==> config.mk <==
export PLATFORM = sky130hd
export DESIGN_NAME = sprom_word_reader
export DESIGN_NICKNAME = d
export VERILOG_FILES = /design/src/rtl/sprom_pkg.sv /design/src/rtl/sprom_ctrl.sv /design/src/rtl/sprom_dpath.sv /design/src/rtl/sprom_word_reader.sv
export SDC_FILE = /design/constraint.sdc
export NUM_CORES = 1
export LEC_CHECK = 0
export ABC_AREA = 1
export CAP_MARGIN = 10
export CORE_MARGIN = 4
export CORE_UTILIZATION = 25
export DETAILED_ROUTE_END_ITERATION = 8
export HOLD_SLACK_MARGIN = 0.05
export PLACE_DENSITY = 0.52
export SYNTH_ARGS = -nofsm -noshare
export SYNTH_HDL_FRONTEND = slang
export SYNTH_HIERARCHICAL = 1
export SYNTH_SLANG_ARGS = --single-unit
==> constraint.sdc <==
create_clock -name clk -period 1.99 [get_ports clk]
set_input_delay 0.199 -clock clk [delete_from_list [all_inputs] [get_ports clk]]
set_output_delay 0.199 -clock clk [all_outputs]
set_load 0.03 [all_outputs]
==> src/rtl/sprom_pkg.sv <==
package sprom_pkg;

  typedef enum logic [2:0] {
    ST_IDLE,
    ST_SEL,
    ST_CMD_LO,
    ST_CMD_HI,
    ST_GAP,
    ST_DAT_HI,
    ST_DAT_LO
  } sprom_state_t;

  typedef struct packed {
    logic load;      // latch command and address at accept
    logic shiftCmd;  // advance to the next command bit
    logic capture;   // sample data-out into the word register
    logic finish;    // publish the captured word
  } dpStrobe_t;

endpackage

==> src/rtl/sprom_ctrl.sv <==
module sprom_ctrl
  import sprom_pkg::*;
#(
  parameter int DIV_W     = 8,
  parameter int DATA_W    = 16,
  parameter int OP_W      = 3,
  parameter int NARROW_AW = 6,
  parameter int WIDE_AW   = 8
) (
  input  logic             clk,
  input  logic             rstN,
  input  logic             reqValid,
  input  logic             wideSel,
  input  logic [DIV_W-1:0] phaseDiv,
  output dpStrobe_t        strobe,
  output logic             csOut,
  output logic             sclkOut,
  output logic             dinEn,
  output logic             busy,
  output logic             done
);

  localparam int MAX_BITS = (OP_W + WIDE_AW > DATA_W) ? OP_W + WIDE_AW : DATA_W;
  localparam int CNT_W    = $clog2(MAX_BITS + 1);
  localparam logic [CNT_W-1:0] NARROW_LEN = CNT_W'(OP_W + NARROW_AW);
  localparam logic [CNT_W-1:0] WIDE_LEN   = CNT_W'(OP_W + WIDE_AW);
  localparam logic [CNT_W-1:0] DATA_LEN   = CNT_W'(DATA_W);

  sprom_state_t     state;
  logic [DIV_W-1:0] holdReg;
  logic [DIV_W-1:0] phaseCnt;
  logic [CNT_W-1:0] bitsLeft;
  logic [CNT_W-1:0] cmdLen;
  logic [DIV_W-1:0] holdNext;
  logic             accept;
  logic             phaseEnd;
  logic             lastBit;

  assign holdNext = (phaseDiv == '0) ? DIV_W'(1) : phaseDiv;
  assign accept   = (state == ST_IDLE) && reqValid;
  assign phaseEnd = (state != ST_IDLE) && (phaseCnt == DIV_W'(1));
  assign lastBit  = (bitsLeft == CNT_W'(1));
  assign cmdLen   = wideSel ? WIDE_LEN : NARROW_LEN;

  always_comb begin
    strobe          = '0;
    strobe.load     = accept;
    strobe.shiftCmd = phaseEnd && (state == ST_CMD_HI) && !lastBit;
    strobe.capture  = phaseEnd && (state == ST_DAT_HI);
    strobe.finish   = phaseEnd && (state == ST_DAT_LO) && lastBit;
  end

  always_ff @(posedge clk or negedge rstN) begin
    if (!rstN) begin
      state    <= ST_IDLE;
      holdReg  <= DIV_W'(1);
      phaseCnt <= '0;
      bitsLeft <= '0;
      done     <= 1'b0;
    end else begin
      done <= strobe.finish;
      if (accept) begin
        state    <= ST_SEL;
        holdReg  <= holdNext;
        phaseCnt <= holdNext;
        bitsLeft <= cmdLen;
      end else if (state != ST_IDLE) begin
        if (!phaseEnd) begin
          phaseCnt <= phaseCnt - DIV_W'(1);
        end else begin
          phaseCnt <= holdReg;
          unique case (state)
            ST_SEL:    state <= ST_CMD_LO;
            ST_CMD_LO: state <= ST_CMD_HI;
            ST_CMD_HI: begin
              if (lastBit) begin
                state <= ST_GAP;
              end else begin
                state    <= ST_CMD_LO;
                bitsLeft <= bitsLeft - CNT_W'(1);
              end
            end
            ST_GAP: begin
              state    <= ST_DAT_HI;
              bitsLeft <= DATA_LEN;
            end
            ST_DAT_HI: state <= ST_DAT_LO;
            ST_DAT_LO: begin
              if (lastBit) begin
                state <= ST_IDLE;
              end else begin
                state    <= ST_DAT_HI;
                bitsLeft <= bitsLeft - CNT_W'(1);
              end
            end
            default: state <= ST_IDLE;
          endcase
        end
      end
    end
  end

  assign csOut   = (state != ST_IDLE);
  assign busy    = (state != ST_IDLE);
  assign sclkOut = (state == ST_CMD_HI) || (state == ST_DAT_HI);
  assign dinEn   = (state == ST_CMD_LO) || (state == ST_CMD_HI);

endmodule

==> src/rtl/sprom_dpath.sv <==
module sprom_dpath
  import sprom_pkg::*;
#(
  parameter int          DATA_W    = 16,
  parameter int          OP_W      = 3,
  parameter int          NARROW_AW = 6,
  parameter int          WIDE_AW   = 8,
  parameter logic [OP_W-1:0] OPCODE = 3'b110
) (
  input  logic               clk,
  input  logic               rstN,
  input  dpStrobe_t          strobe,
  input  logic               wideSel,
  input  logic [WIDE_AW-1:0] reqAddr,
  input  logic               dinEn,
  input  logic               doutIn,
  output logic               dinOut,
  output logic [DATA_W-1:0]  rdData
);

  localparam int CMD_W = OP_W + WIDE_AW;
  localparam int PAD_W = WIDE_AW - NARROW_AW;

  logic [CMD_W-1:0]  cmdReg;
  logic [CMD_W-1:0]  cmdInit;
  logic [DATA_W-1:0] wordReg;

  // Command is left aligned so the next bit to send always sits in the MSB.
  generate
    if (PAD_W > 0) begin : g_pad
      assign cmdInit = wideSel ? {OPCODE, reqAddr}
                               : {OPCODE, reqAddr[NARROW_AW-1:0], {PAD_W{1'b0}}};
    end else begin : g_nopad
      assign cmdInit = {OPCODE, reqAddr};
    end
  endgenerate

  always_ff @(posedge clk or negedge rstN) begin
    if (!rstN) begin
      cmdReg  <= '0;
      wordReg <= '0;
      rdData  <= '0;
    end else begin
      if (strobe.load)          cmdReg  <= cmdInit;
      else if (strobe.shiftCmd) cmdReg  <= {cmdReg[CMD_W-2:0], 1'b0};
      if (strobe.capture)       wordReg <= {wordReg[DATA_W-2:0], doutIn};
      if (strobe.finish)        rdData  <= wordReg;
    end
  end

  assign dinOut = dinEn & cmdReg[CMD_W-1];

endmodule

==> src/rtl/sprom_word_reader.sv <==
module sprom_word_reader
  import sprom_pkg::*;
#(
  parameter int DIV_W     = 8,
  parameter int DATA_W    = 16,
  parameter int NARROW_AW = 6,
  parameter int WIDE_AW   = 8
) (
  input  logic               clk,
  input  logic               rstN,
  input  logic               reqValid,
  input  logic [WIDE_AW-1:0] reqAddr,
  input  logic               wideSel,
  input  logic [DIV_W-1:0]   phaseDiv,
  input  logic               doutIn,
  output logic               csOut,
  output logic               sclkOut,
  output logic               dinOut,
  output logic               busy,
  output logic               done,
  output logic [DATA_W-1:0]  rdData
);

  localparam int OP_W = 3;

  dpStrobe_t strobe;
  logic      dinEn;

  sprom_ctrl #(
    .DIV_W(DIV_W), .DATA_W(DATA_W), .OP_W(OP_W),
    .NARROW_AW(NARROW_AW), .WIDE_AW(WIDE_AW)
  ) u_ctrl (
    .clk(clk), .rstN(rstN), .reqValid(reqValid), .wideSel(wideSel),
    .phaseDiv(phaseDiv), .strobe(strobe), .csOut(csOut), .sclkOut(sclkOut),
    .dinEn(dinEn), .busy(busy), .done(done)
  );

  sprom_dpath #(
    .DATA_W(DATA_W), .OP_W(OP_W), .NARROW_AW(NARROW_AW),
    .WIDE_AW(WIDE_AW), .OPCODE(3'b110)
  ) u_dpath (
    .clk(clk), .rstN(rstN), .strobe(strobe), .wideSel(wideSel),
    .reqAddr(reqAddr), .dinEn(dinEn), .doutIn(doutIn),
    .dinOut(dinOut), .rdData(rdData)
  );

endmodule

* Word-level counts from Yosys, hierarchy flattened
Index checks and enable logic that the tools add are counted.
** Storage, ports and cells
- Word-level logic and storage cells :: 59
- Memories kept :: 0
- Register bits after elaboration :: 68
- Bits in writable memories :: 0
- Latch bits :: 0
- Bits of input ports :: 21
- Bits in read-only memories :: 0
** Cells by class
- Muxes and demuxes :: 19
- $lt $le $gt $ge :: 0
- Shift-type cells :: 0
- Multiply operators :: 0
- Div/mod/pow operators :: 0
- Bitwise operators :: 1
- Add/subtract/negate cells :: 2
- Equality and inequality tests :: 9
- Reduce and logical (&&, ||, !) cells :: 20
** Operator list (count)
- $mux 8 :: 5
- $mux 11 :: 2
- $mux 5 :: 4
- $pmux 3 s6 :: 1
- $mux 3 :: 5
- $pmux 5 s2 :: 1
- $eq 3x3->1 const B :: 3
- $eq 8x1->1 const B :: 1
- $logic_not 8->1 :: 1
- $sub 8x1->8 const B :: 1
- $logic_and 1x1->1 :: 7
- $eq 3x2->1 const B :: 2
- $reduce_bool 2->1 :: 3
- $reduce_bool 3->1 :: 2
- $eq 5x1->1 const B :: 1
- $sub 5x1->5 const B :: 1
- $reduce_and 4->1 :: 1
- $eq 3x1->1 const B :: 1
- $logic_not 3->1 :: 1
- $ne 3x2->1 const B :: 1
- $logic_or 1x1->1 :: 2
- $mux 2 :: 1
- $reduce_and 2->1 :: 1
- $reduce_or 2->1 :: 1
- other kinds (2) :: 2

* Logic depth before layout (Yosys ltp)
Gate-level depths: netlist of run 1.
- Depth after elaboration :: 6
- Gate-level depth with buffers :: 11
- Depth with buffers taken out :: 10

* Cells and area by module
Netlist of run 1, hierarchy kept.
** Modules (own cells, without submodules)
- sprom_dpath :: seq. area each 1076.0 um^2, instances 1, cells an instance 195, area each 1849.3 um^2
- sprom_ctrl :: seq. area each 626.9 um^2, instances 1, cells an instance 232, area each 1705.4 um^2

* Least setup slack after synthesis of run 1
OpenSTA, ideal clock, no wires.
- Path kind :: register to register
- Start point :: register u_ctrl.phaseCnt[1]
- End point :: register u_dpath.rdData[14]
- Stages on the path, launching flop included :: 10
- Arrival :: 1875 ps
- Path slack :: -11 ps
- Path buffers :: 2
- Cells stage by stage :: dfrtp_1 inv_1 ha_1 nand2_1 nor2_2 nand3_4 buf_6 nor3_1 buf_6 mux2_4
** RTL lines
- from (decl) :: RTL line sprom_ctrl.sv:31 : logic [DIV_W-1:0] phaseCnt;
- from (signal assigned) :: RTL line sprom_ctrl.sv:65 : phaseCnt <= holdNext;
- from (signal assigned) :: RTL line sprom_ctrl.sv:69 : phaseCnt <= phaseCnt - DIV_W'(1);
- from (signal assigned) :: RTL line sprom_ctrl.sv:71 : phaseCnt <= holdReg;
- to (signal assigned) :: RTL line sprom_dpath.sv:47 : if (strobe.finish) rdData <= wordReg;
- to (decl) :: RTL line sprom_dpath.sv:18 : output logic [DATA_W-1:0] rdData

==> results of run 1 <==
[cell usage after synthesis]
master    instances  share of area (%)
nand3_1          35                4.9
o211ai_1          2               0.42
inv_8             1               0.32
o21ai_1           5               0.70
buf_8             1               0.42
o21ai_0          28                3.9
clkinv_4          1               0.25
dfrtp_1          67                 47
buf_4             3               0.63
clkbuf_2          1               0.14
o21bai_1          2               0.42
ha_1              4                1.4
nand2_8           3                1.7
nand2_1          98                 10
nand2_2           1               0.18
buf_2             2               0.28
buf_6             7                2.2
inv_2             5               0.53
nand2_4           1               0.32
a21oi_2           6                1.5
nor2_1           46                4.9
mux2_4            1               0.42
o21ai_2           6                1.5
nor2_2            3               0.53
xor2_1            1               0.25
mux2_2            1               0.32
xnor2_1           2               0.49
a21oi_1          23                3.2
nand3_4           1               0.49
nand3_2           2               0.56
buf_12            1               0.56
nand4_1           6                1.1
nor2_4            4                1.3
dfstp_2           1               0.74
inv_1            55                5.8
nor3_1            1               0.14
[power breakdown]
| part | internal (µW) | switching (µW) | total [µW] |
|---|---|---|---|
| clock | 986 | 639 | 1630 |
| combinational | 548 | 992 | 1540 |
| sequential | 1650 | 184 | 1840 |
| total | 3190 | 1820 | 5000 |
[routing by layer]
metal / vias up / share of wire (%)
met5: - / 0
met2: 51 / 45
li1: 1450 / -
met4: 0 / 2.7
met1: 1298 / 48
met3: 16 / 4.6
[worst max-delay path by stage]
stage | from | end | slack [ns] | cells after the start
2_1_floorplan | u_ctrl/phaseCnt[1] | u_dpath/rdData[14] | 0.12 | 9
3_3_place_gp | u_ctrl/phaseCnt[1] | u_dpath/rdData[12] | 0.25 | 7
3_5_place_dp | u_ctrl/bitsLeft[1] | u_dpath/rdData[1] | 0.21 | 7
4_1_cts | u_ctrl/state[0] | csOut | 0.02 | 3
5_1_grt | u_ctrl/bitsLeft[1] | u_dpath/cmdReg[2] | 0.02 | 9
6_report | u_ctrl/bitsLeft[1] | u_dpath/rdData[12] | 0.21 | 5
[repair_timing]
item / CTS / global route
gates resized for setup: 2 / 2
endpoints found under the setup margin: 2 / 2
endpoints found under the hold margin: 67 / 0
hold buffers: 1 / 0
[cells by family after synthesis]
kind of cell,count (synthesis),synth area share [%]
flip-flops,68,47.9
XOR/XNOR,3,0.739
AO/OA/AOI/OAI,72,11.7
buffers and inverters,77,11.2
AND/OR/NAND/NOR,201,26.4
adder cells (fa/ha/maj),4,1.41
multiplexers,2,0.739
[registers in the layout (all words and copies together) (netlist names)]
name	count
u_dpath/rdData	16
u_dpath/wordReg	16
u_dpath/cmdReg	11
u_ctrl/holdReg	8
u_ctrl/phaseCnt	8
u_ctrl/bitsLeft	5
u_ctrl/state	3
u_ctrl/done	1
[through the flow]
step,hold WS [ns],std cells,area (µm²),utilization [%]
after floorplan,-0.0966,427,3560,-
after global placement,0.258,642,4140,29.8
after detailed placement,0.257,642,4140,29.8
after CTS,0.431,659,4450,32.1
after global routing,0.450,659,4460,32.1
final,0.424,659,4460,32.1
[final cells by class]
class | instances | area share (%)
clock buffers | 9 | 5.05
well taps | 180 | 5.05
flip-flops and latches | 68 | 38.2
repair buffers | 51 | 11.5
inverters | 62 | 5.50
clock inverters | 7 | 1.85
multi-input cells | 282 | 32.9
[critical path: cells and delay by family, from the launching register on]
family,cells,cell delay [ns]
simple gates,2,0.64
flops,1,0.38
mux,1,0.38
fa+ha+maj,1,0.16
buf+inv,1,0.12
==> reports/results.ini, run 1 <==
[status]
outcome=finished, final reports clean

[worst_hold_path]
hold_path_class=primary input to async pin

[timing]
fin_ws_ns=0.206
setup_viol=0
period_share_pct=89.7
rsz0062_at_grt=false
finalClockSkew_ns=0.00889
hold_viol_final=0
period_needed_ns=1.78
slew_headroom_pct=74.4
tightest_slew_ns=0.383
tns_ns=0
fmax_mhz=560
slew_viol_final=0

[routing]
post-route-drc-count=0
drtIter0Drc=216
drt_pass1_iterations=4
wl_um=7570
ant_nets=0
num_vias=2815
drt-wirelength-per-cell_um=11.5
vias_per_cell=4.27

[clock_tree]
cts_tree=built
clock-sinks=68
cts.htree.levels=3
clk_latency_ns=0.34
cts_buffer_depth=2
numCtsBuffers=9
path_clk_slew_ns=0.06
post_cts_buffers=0
cts-root-buf=clkbuf_16

[final_layout]
fin_nets=499
syn_to_final_growth_pct=25.4
mostFrequentLayoutCell=nand2_1
multi_input_area_mm2=0.00147
drive_gt1_share_pct=13.4
diodes=0
fillers=1440
final_cell_mix=nand2_1, dfrtp_1, inv_1, nor2_1, clkdlybuf4s50_1
regArea_mm2=0.00170

[power]
irDropWorstVdd_mv=0.429
power_per_cell_area_mw_per_mm2=1120
leakage_uw=0.00213
finalPower_uw=5000

[floorplanning]
die_y_um=127
die_area_mm2=0.0162
ios=42
core_area_mm2=0.0139
initial_core_util_pct=25.6
die_x_um=127
fp-row-count=43

[place]
place.gp.congestion=0.809
numPortBuffers=41
post-dp-hpwl_um=5390
place_ws_ns=0.210

[global_route]
busiest_layer=met2
grt_max_degree=69
grt_usage_pct=9.95
grt_use_met2_pct=15.3
use_met1_pct=12.9
grt.overflow.total=0
antenna_found_initial=0
grt_pass1_vias=2809
grt_pass1_wl_um=13100
grtUsageMet3_pct=2.63

[synth]
ys_types=36
synth_nets=452
syn_inst=427
seq_area_frac_synth_pct=47.9
syn_area_mm2=0.00355
syn_area_per_cell_um2=8.32
ys_seq_elements=68
ys_warn_count=6

[setup_path]
worst_ep_arrival_time_ns=2.01
crit_required_ns=2.22
critical_path.cell_chain=inv_1 -> ha_1 -> nand3_1 -> nor3_4 -> mux2_2
ff2ff_setup_slack_ns=0.21
critPathMaxStageDelay_ns=0.41
cpMaxStageDelayCell=nor3_4
r2r_end=u_dpath/rdData[12]
worst-path-max-fanout=6
reg2reg_depth=5
r2r-start=u_ctrl/bitsLeft[1]
end_kind=flop
worst_setup_path_start_kind=flop
critPathKind=flop to flop

[job]
cap_viol_max_count=0

(Power assumes the default switching activity.)
==> run 2, diff against run 1 <==
Settings changed: CORE_ASPECT_RATIO set to 1.4.
==> run 2 against run 1 <==
  * Worst hold slack worse by 0.0078 ns
  * Core utilization up 0.28 points
  * First-iteration DRC count down 58%
  * Clock skew down 0.0026 ns
  * Critical endpoint is now busy
  * Largest cell class unchanged
==> reports/results.ini, run 2 (synthesized netlist as in run 1, its figures left out) <==
[final_layout]
mostFrequentLayoutCell=nand2_1
syn_to_final_growth_pct=26.8
drive_gt1_share_pct=13.2  ; -0.21 points
fin_nets=499  ; unchanged
reg_top3=u_dpath/rdData (16), u_dpath/wordReg (16), u_dpath/cmdReg (11)
diodes=0  ; unchanged
finalNonFillerCells=664  ; +0.76%
final_cell_mix=nand2_1, dfrtp_1, inv_1, nor2_1, clkdlybuf4s50_1

[clock_tree]
cts_buffer_depth=2  ; unchanged
cts_tree=built
cts.htree.levels=3  ; unchanged
cts-root-buf=clkbuf_16
path_clk_slew_ns=0.05  ; about the same
numCtsBuffers=9  ; unchanged
clock-sinks=68  ; unchanged
post_cts_buffers=0  ; unchanged
clk_latency_ns=0.33  ; about the same

[setup_path]
crit_required_ns=1.79  ; -0.43 ns
worst_ep_arrival_time_ns=1.71  ; -0.30 ns
path_buf_inv=1  ; unchanged
ff2ff_setup_slack_ns=0.21  ; about the same
cp_top_family=buffers and inverters
critPathMaxStageDelay_ns=0.62  ; +0.21 ns
cpMaxStageDelayCell=clkdlybuf4s50_1
reg2reg_depth=10  ; +5
r2r-start=u_ctrl/phaseCnt[1]
end_kind=output port
r2r_end=u_dpath/cmdReg[2]
critical_path.cell_chain=nor2_4 -> nand2_8 -> clkdlybuf4s50_1
critPathKind=flop to output port
worst_setup_path_start_kind=flop
worst-path-max-fanout=9  ; +3

[timing]
fin_hold_ws_ns=0.417  ; -0.00780 ns
rsz0062_at_grt=false
fin_ws_ns=0.0796  ; -0.126 ns
period_share_pct=96.0  ; +6.3 points
slew_viol_final=0  ; unchanged
hold_viol_final=0  ; unchanged
period_needed_ns=1.91  ; +0.126 ns
slew_headroom_pct=74.4  ; -0.083 points
tightest_slew_ns=0.385  ; +0.00187 ns
setup_viol=0  ; unchanged
tns_ns=0  ; unchanged
fmax_mhz=523  ; -6.6%
finalClockSkew_ns=0.00624  ; -0.00265 ns

[floorplanning]
die_x_um=109  ; -15%
core_area_mm2=0.0139  ; +0.22%
die_y_um=149  ; +17%
ios=42  ; unchanged
die_area_mm2=0.0162  ; +0.17%
initial_core_util_pct=25.6  ; -0.055 points
fp-row-count=51  ; +19%

[job]
cap_viol_max_count=0  ; unchanged

[power]
leakage_uw=0.00214  ; +0.19%
power_per_cell_area_mw_per_mm2=1160  ; +2.9%
combPwrFrac_pct=29.8  ; -1.0 points
switching_share_pct=34.1  ; -2.2 points
irDropWorstVdd_mv=0.418  ; -2.5%
clockPowerShare_pct=34.7  ; +2.2 points
internal_power_uw=3430  ; +7.6%
seqPwrFrac_pct=35.5  ; -1.2 points
power.net_switching_uw=1780  ; -2.1%

[place]
placedCellCount=647  ; +0.78%
numPortBuffers=41  ; unchanged
post-dp-hpwl_um=5460  ; +1.3%
place.gp.congestion=0.800  ; -1.1%
place_ws_ns=0.164  ; -0.0464 ns

[routing]
vias_per_cell=4.27  ; about the same
drtIter0Drc=90  ; -58%
num_vias=2835  ; +0.71%
drt-wirelength-per-cell_um=11.3  ; -2.0%
drt_pass1_iterations=4  ; unchanged
ant_nets=0  ; unchanged
post-route-drc-count=0  ; unchanged
wl_um=7480  ; -1.2%

[global_route]
antenna_found_initial=0  ; unchanged
grt.overflow.total=0  ; unchanged
grt_pass1_wl_um=13200  ; +0.69%
grt_max_degree=69  ; unchanged
grt_usage_pct=10.2  ; +0.24 points
grt_pass1_vias=2860  ; +1.8%

[worst_hold_path]
hold_path_class=primary input to async pin

[status]
outcome=finished, final reports clean

-- run 2: power groups by stage --
stage,clock [µW],sequential (µW),combinational (µW)
finish,1800,1850,1550
global route,1930,1880,1770
CTS,1860,1840,1570
global placement,0,1860,1550
floorplan,0,1820,1280
detailed placement,0,1870,1570
-- run 2: timing repair --
item / CTS / global route
resized for setup: 2 / 4
hold buffers: 1 / 0
hold endpoints to repair: 67 / 0
endpoints found under the setup margin: 2 / 12
-- run 2: worst max-delay path by stage --
stage,end,startpoint,slack [ns],depth (start not counted)
6_report,busy,u_ctrl/state[0],0.08,3
5_1_grt,u_dpath/cmdReg[2],u_ctrl/phaseCnt[1],0.003,11
4_1_cts,csOut,u_ctrl/state[0],0.03,3
3_5_place_dp,u_dpath/rdData[1],u_ctrl/bitsLeft[1],0.16,7
3_3_place_gp,u_dpath/rdData[1],u_ctrl/bitsLeft[1],0.20,7
2_1_floorplan,u_dpath/rdData[14],u_ctrl/phaseCnt[1],0.12,9
-- run 2: worst min-delay path, delay by kind of cell --
kind	cells	cell delay, ns
buf+inv	3	0.94
-- run 2: metal layers --
metal  wire length [µm]  vias to the layer above  global-route usage (%)
li1                   -                     1456                       -
met1               3510                     1307                    13.1
met2               3440                       56                    15.7
met3                307                       16                    1.95
met4                223                        0                    6.13
met5                  0                        -                       0
-- run 2: final cells by class --
cell class,count,area [µm²]
inverter,62,248
clock buffer,10,229
clock inverter,6,113
sequential,68,1700
timing repair buffer,51,512
multi-input combinational,282,1470
fill,1532,9400
tap,185,231
-- run 2: per-stage QoR --
stage                     power (µW)  utilization (%)  cell area (µm²)
final                           5210             32.4             4510
after global routing            5580             32.4             4510
after CTS                       5280             32.3             4490
after detailed placement        3430             29.8             4140
after global placement          3410             29.8             4140
after floorplan                 3100                -             3560
